File: config.mk
export PLATFORM = sky130hd
export DESIGN_NAME = cmi_nib_decoder
export DESIGN_NICKNAME = d
export VERILOG_FILES = /design/src/rtl/cmi_nib_pkg.sv /design/src/rtl/cmi_nib_ctrl.sv /design/src/rtl/cmi_nib_datapath.sv /design/src/rtl/cmi_nib_decoder.sv
export SDC_FILE = /design/constraint.sdc
export NUM_CORES = 1
export LEC_CHECK = 0
export CELL_PAD_IN_SITES_DETAIL_PLACEMENT = 0
export CELL_PAD_IN_SITES_GLOBAL_PLACEMENT = 1
export CORE_ASPECT_RATIO = 1.2
export CORE_MARGIN = 3
export CORE_UTILIZATION = 40
export CTS_BUF_LIST = sky130_fd_sc_hd__clkbuf_8
export CTS_CLUSTER_SIZE = 10
export DETAILED_ROUTE_END_ITERATION = 10
export PLACE_DENSITY_LB_ADDON = 0.1
export SLEW_MARGIN = 25
export SYNTH_ARGS = -nofsm -noshare
export SYNTH_HDL_FRONTEND = slang
export SYNTH_SLANG_ARGS = --single-unit
File: constraint.sdc
create_clock -name clk -period 1.5 [get_ports clk]
set_input_delay 0.15 -clock clk [delete_from_list [all_inputs] [get_ports clk]]
set_output_delay 0.15 -clock clk [all_outputs]
set_load 0.01 [all_outputs]
File: src/rtl/cmi_nib_pkg.sv
package cmi_nib_pkg;
  // Strobes from the control section to the datapath
  typedef struct packed {
    logic takeBit;  // current sample pair closes a bit period
    logic cmiMode;  // decode CMI (else NRZ sampling)
  } ctrlStb_t;
endpackage

File: src/rtl/cmi_nib_ctrl.sv
module cmi_nib_ctrl
  import cmi_nib_pkg::*;
#(
  parameter int SLIP_RUN = 3
) (
  input  logic     clk,
  input  logic     rstN,
  input  logic     cmiEn,
  input  logic     testClkEn,
  input  logic     testClk,
  input  logic     hlSeen,
  output ctrlStb_t stb
);
  localparam int RUN_W = $clog2(SLIP_RUN + 1);

  logic             phase;
  logic             tcQ1, tcQ2;
  logic             tcRise;
  logic             slipNow;
  logic [RUN_W-1:0] runCnt;

  always_comb begin
    tcRise      = tcQ1 & ~tcQ2;
    stb.cmiMode = cmiEn & ~testClkEn;
    stb.takeBit = testClkEn ? tcRise : phase;
    slipNow     = stb.takeBit & stb.cmiMode & hlSeen &
                  (runCnt == RUN_W'(SLIP_RUN - 1));
  end

  always_ff @(posedge clk) begin
    if (!rstN) begin
      phase  <= 1'b0;
      tcQ1   <= 1'b0;
      tcQ2   <= 1'b0;
      runCnt <= '0;
    end else begin
      tcQ1  <= testClk;
      tcQ2  <= tcQ1;
      // a slip holds the phase so the next pair is shifted by one sample
      phase <= slipNow ? 1'b1 : ~phase;
      if (stb.takeBit && stb.cmiMode) begin
        if (!hlSeen || slipNow) runCnt <= '0;
        else                    runCnt <= runCnt + 1'b1;
      end
    end
  end
endmodule

File: src/rtl/cmi_nib_datapath.sv
module cmi_nib_datapath
  import cmi_nib_pkg::*;
#(
  parameter int NIB_BITS = 4
) (
  input  logic                clk,
  input  logic                rstN,
  input  logic                lineIn,
  input  ctrlStb_t            stb,
  output logic                hlSeen,
  output logic                nrzOut,
  output logic                bitStb,
  output logic [NIB_BITS-1:0] nibbleOut,
  output logic                nibbleStb,
  output logic                codeViol
);
  localparam int CNT_W = $clog2(NIB_BITS);

  logic                sampReg, prevSamp, lastLvl;
  logic                bitVal, viol;
  logic [NIB_BITS-2:0] nibShift;
  logic [NIB_BITS-1:0] nextNib;
  logic [CNT_W-1:0]    bitCnt;

  always_comb begin
    hlSeen = prevSamp & ~sampReg;
    if (stb.cmiMode) begin
      bitVal = (prevSamp == sampReg);
      viol   = hlSeen | (bitVal & (sampReg == lastLvl));
    end else begin
      bitVal = sampReg;
      viol   = 1'b0;
    end
    nextNib = {nibShift, bitVal};
  end

  always_ff @(posedge clk) begin
    if (!rstN) begin
      sampReg   <= 1'b0;
      prevSamp  <= 1'b0;
      lastLvl   <= 1'b0;
      nibShift  <= '0;
      bitCnt    <= '0;
      nrzOut    <= 1'b0;
      bitStb    <= 1'b0;
      nibbleOut <= '0;
      nibbleStb <= 1'b0;
      codeViol  <= 1'b0;
    end else begin
      sampReg   <= lineIn;
      prevSamp  <= sampReg;
      bitStb    <= stb.takeBit;
      codeViol  <= stb.takeBit & viol;
      nibbleStb <= 1'b0;
      if (stb.takeBit) begin
        nrzOut   <= bitVal;
        nibShift <= nextNib[NIB_BITS-2:0];
        if (stb.cmiMode && bitVal) lastLvl <= sampReg;
        if (bitCnt == CNT_W'(NIB_BITS - 1)) begin
          bitCnt    <= '0;
          nibbleOut <= nextNib;
          nibbleStb <= 1'b1;
        end else begin
          bitCnt <= bitCnt + 1'b1;
        end
      end
    end
  end
endmodule

File: src/rtl/cmi_nib_decoder.sv
module cmi_nib_decoder
  import cmi_nib_pkg::*;
#(
  parameter int NIB_BITS = 4,
  parameter int SLIP_RUN = 3
) (
  input  logic                clk,
  input  logic                rstN,
  input  logic                cmiEn,
  input  logic                testClkEn,
  input  logic                testClk,
  input  logic                lineIn,
  output logic                nrzOut,
  output logic                bitStb,
  output logic [NIB_BITS-1:0] nibbleOut,
  output logic                nibbleStb,
  output logic                codeViol
);
  ctrlStb_t stb;
  logic     hlSeen;

  cmi_nib_ctrl #(.SLIP_RUN(SLIP_RUN)) u_ctrl (
    .clk(clk), .rstN(rstN), .cmiEn(cmiEn), .testClkEn(testClkEn),
    .testClk(testClk), .hlSeen(hlSeen), .stb(stb)
  );

  cmi_nib_datapath #(.NIB_BITS(NIB_BITS)) u_dp (
    .clk(clk), .rstN(rstN), .lineIn(lineIn), .stb(stb), .hlSeen(hlSeen),
    .nrzOut(nrzOut), .bitStb(bitStb), .nibbleOut(nibbleOut),
    .nibbleStb(nibbleStb), .codeViol(codeViol)
  );
endmodule

== Yosys cells after proc, flatten, opt, wreduce, memory -nomap -nowiden ==
Cells that the tools add are included.

* Flip-flop bits (word level): 21
* Bits of input ports: 6
* Logic and storage cells: 47

* Add/subtract/negate cells: 2
* Equal/unequal tests: 4
* Muxes and demuxes: 7
* Bitwise operators: 13
* Reductions and logical operators: 7

{| class="wikitable"
|+ Operator list
! operator !! count
|-
| bitwise AND 1 bit || 8
|-
| AND reduction 2 bit || 3
|-
| two-way mux 1 bit || 5
|-
| adder 2 x 1 -> 2 bit (second input constant) || 2
|-
| == test 2 bit (second input constant) || 2
|-
| two-way mux 2 bit || 2
|-
| NOT 1 bit || 4
|-
| == test 1 bit || 2
|-
| logical AND 1 bit || 2
|-
| zero test 1 bit || 1
|-
| logical OR 1 bit || 1
|-
| OR 1 bit || 1
|}

== Depth between registers and ports, before layout ==
* Depth after elaboration: 8
* Depth in mapped cells: 5
* Depth with buffers taken out: 5

== By module ==
A second synthesis with hierarchy kept.

* Cell total of the unflattened synthesis: 77
* Area total of the unflattened synthesis: 810.8 um^2

{| class="wikitable"
|+ By module, submodules not included
! module !! instances !! cells an instance !! area an instance (um^2) !! seq. area each (um^2)
|-
| cmi_nib_datapath || 1 || 55 || 580.6 || 300.3
|-
| cmi_nib_ctrl || 1 || 22 || 230.2 || 100.1
|}

== Worst setup path after synthesis ==
Ideal clock, no wire load.

* Path type: register to register
* Start point: reg u_dp.sampReg
* End point: reg u_dp.nibShift[0]
* Library setup time: 123 ps
* Arrival time: 1159 ps
* Setup slack: 218 ps
* Stages on the path, launching flop included: 6
* Period minus slack after synthesis: 1282 ps
* Path through: dfxtp_1 -> inv_1 -> ha_1 -> and3b_1 -> a221oi_1 -> nor3_1

* Word-level cells in the longest chain between the ends: 2

{| class="wikitable"
|+ Ends and longest elaborated chain
! element !! RTL line !! RTL
|-
| from (decl) || cmi_nib_datapath.sv:19 || <nowiki>logic sampReg, prevSamp, lastLvl;</nowiki>
|-
| from (signal assigned) || cmi_nib_datapath.sv:50 || <nowiki>sampReg <= lineIn;</nowiki>
|-
| == test 1 bit || cmi_nib_datapath.sv:28 || <nowiki>bitVal = (prevSamp == sampReg);</nowiki>
|-
| two-way mux 1 bit * || cmi_nib_datapath.sv:27 || <nowiki>if (stb.cmiMode) begin</nowiki>
|-
| to (signal assigned) || cmi_nib_datapath.sv:57 || <nowiki>nibShift <= nextNib[NIB_BITS-2:0];</nowiki>
|-
| to (decl) || cmi_nib_datapath.sv:21 || <nowiki>logic [NIB_BITS-2:0] nibShift;</nowiki>
|}

Mark *: on every way between the ends. The rest lies on a longest branch, timed or not.
A chain may end at the register's enable or synchronous reset.

==> impl_results.md <==
- Most common cell after layout, fill and taps aside: dfxtp_1
- Core area: 0.00191 mm²
- CTS root buffer: clkbuf_8
- Critical path cell sequence: clkdlybuf4s50_1
- Count of cell types in the netlist: 27
- Hold Path Class: reg2reg
- Final Util: 0.557
- Multi-input gate area: 403 µm²
- Yosys top cell by area: dfxtp_1
- WS Path Type: reg2out
- RSZ-0062 raised after global routing: no
- P&R area growth vs syn: 28.1%
- Synth Warn #: 0
- CP max stage cell: clkdlybuf4s50_1
- Final setup vio count: 0
- Max Cap Viol: 0
- Sink Count: 20
- Via Count: 688
- Die W: 47.6 µm
- GPL Wtd Cong: 0.700
- Slew Limit Fails: 0
- Post-DR vias/cell: 5.42
- WP buf/inv: 1
- Final WL: 1.50 mm
- # diodes: 0
- Port bufs: 13
- Die height: 56.0 µm
- First-pass iteration count of the detailed router: 4
- Post-synthesis cell count: 88
- Worst EP arrival: 1.18 ns
- R2R Setup Slk: 0.18 ns
- Sequential power share: 0.566
- Register area: 400 µm²
- Core Rows: 17
- Overall Global Routing Usage: 0.141
- Vias in the first global route: 690
- Cell family with most CP delay: buffers and inverters
- Initial antenna violation count: 0
- CTS Hold Bufs: 0
- Combinational fraction of design power: 0.097
- TritonCTS Buffers: 3
- Initial DRC Count: 10
- Register bit count reported by yosys: 20
- Setup TNS: 0 ns
- Final period util: 0.884
- H-tree levels: 1
- Post-route ant nets: 0
- Avg WL per Cell: 11.8 µm
- GRT overflow: 0
- Crit path capture type: output port
- Placed Cells incl. Taps: 124
- Syn Std Cell Area: 832 µm²
- Clock tree buffer depth: 2
- Syn_area_per_cell: 9.46 µm²
- Fillers: 180
- CTS resizes: 0
- Layout cells sized above 1: 0.120
- Total setup buffers inserted after CTS: 0
- Clk pwr share: 0.337
- Worst Path Required: 1.35 ns
- Worst Skew: 0.00121 ns
- Residual DRC: 0
- Final hold violations: 0
- Largest cells by area after synthesis: dfxtp_1 (48%), a21oi_1 (7.2%), ha_1 (4.5%)
- Commonest non-fill, non-tap cells in the layout: dfxtp_1 (20), clkdlybuf4s50_1 (13), a21oi_1 (12)
- Global-route wire length before repair: 2.82 mm
- Worst skew pair latency: 0.25 ns
- Layout Nets: 119
- Slew @ Worst Pin: 0.426 ns
- Pwr Density: 931 mW/mm²
- Initial cell density of the core: 0.435
- CP max stage delay: 0.55 ns
- Max IR drop VDD: 0.564 mV
- Register area share after synthesis: 0.481
- Finished Layout Cells: 127
- Pin count of the biggest net entering global routing: 18
- Tot Pwr: 0.992 mW
- Die Area: 0.00267 mm²
- Status: completed
- Boundary pin count: 14
- Post-DP HPWL: 1.12 mm
- Internal power: 0.777 mW
- LEAKAGE: 0.414 nW
- CTS tree: yes
- Yosys top cell area share: 0.481
- Rel. slew slack: 0.716
- Worst Setup Start Kind: flop
- Min Tclk post-route: 1.33 ns
- Sw frac: 0.217
- Clock-pin slew of the registers on the worst-case setup and hold paths: 0.07 ns
- Syn nets: 97
- NetSw: 0.216 mW
- DP Worst Slack: -0.0310 ns
- Setup WS post-layout: 0.174 ns
- Max frequency: 754 MHz
- CP Max Fanout: 4
[power by group through the flow]
stage	combinational [mW]	sequential, mW	clock, mW
after floorplan	0.0497	0.574	0
after global placement	0.0948	0.573	0
after detailed placement	0.0966	0.573	0
after CTS	0.0966	0.561	0.353
after global routing	0.109	0.563	0.376
final	0.0959	0.561	0.335
[stage by stage]
stage	instance area [µm²]	hold WS (ns)
2_1_floorplan	832	0.272
3_3_place_gp	1020	0.445
3_5_place_dp	1020	0.449
4_1_cts	1070	0.460
5_1_grt	1070	0.466
6_report	1070	0.455
[cell type report]
cell class / count / share of cell area
clock buffer: 3 / 0.0387
inverter: 4 / 0.0141
multi-input combinational: 61 / 0.378
sequential: 20 / 0.376
tap: 19 / 0.0223
timing repair buffer: 20 / 0.171
[state kept, by name, summed over array words and instances (netlist names), 2 cells and up]
| signal | count |
|---|---|
| u_ctrl.runCnt | 2 |
| u_dp.nibShift | 3 |
| u_dp.bitCnt | 2 |
| u_dp.nibbleOut | 4 |
[cells in the mapped netlist]
master and instances:
nor2_1 5, a21oi_1 12, o21ai_0 4, nand4b_2 1, a221oi_2 1, clkbuf_1 1, nand2b_1 3, dfxtp_1 20
mux2i_1 1, nor2b_1 1, a311oi_1 1, clkbuf_2 2, a221oi_1 1, nand2_1 3, o21a_1 1, or3_1 2
nand4b_1 1, o211ai_1 3, and3b_1 2, nand3_1 7, ha_1 3, inv_1 3, clkinv_1 1, and2_1 3
nor3_1 3, nand3b_1 2, nand3b_4 1
[logic make-up after synthesis]
| logic type | share of synthesized area |
|---|---|
| and+or+nand+nor | 0.256 |
| AOI/OAI and AO/OA | 0.171 |
| muxes | 0.0120 |
| adders and majority gates | 0.0451 |
| DFF | 0.481 |
| buffers and inverters | 0.0346 |
[routing by layer]
layer,track usage,vias up,routed length (µm)
met4,0.0577,0,30
met3,0.0194,4,71
met2,0.228,21,700
met1,0.179,305,695
met5,0,-,0
li1,-,358,-
[final timing paths]
check              startpoint           endpoint  cells past startpoint
max          u_dp.nibShift[0]             nrzOut                      1
min          u_ctrl.runCnt[1]   u_ctrl.runCnt[1]                      2
min reg2reg  u_ctrl.runCnt[1]   u_ctrl.runCnt[1]                      2
max reg2reg    u_dp.bitCnt[0]  u_dp.nibbleOut[0]                      4
No activity file was read; power rests on OpenSTA's default activity.
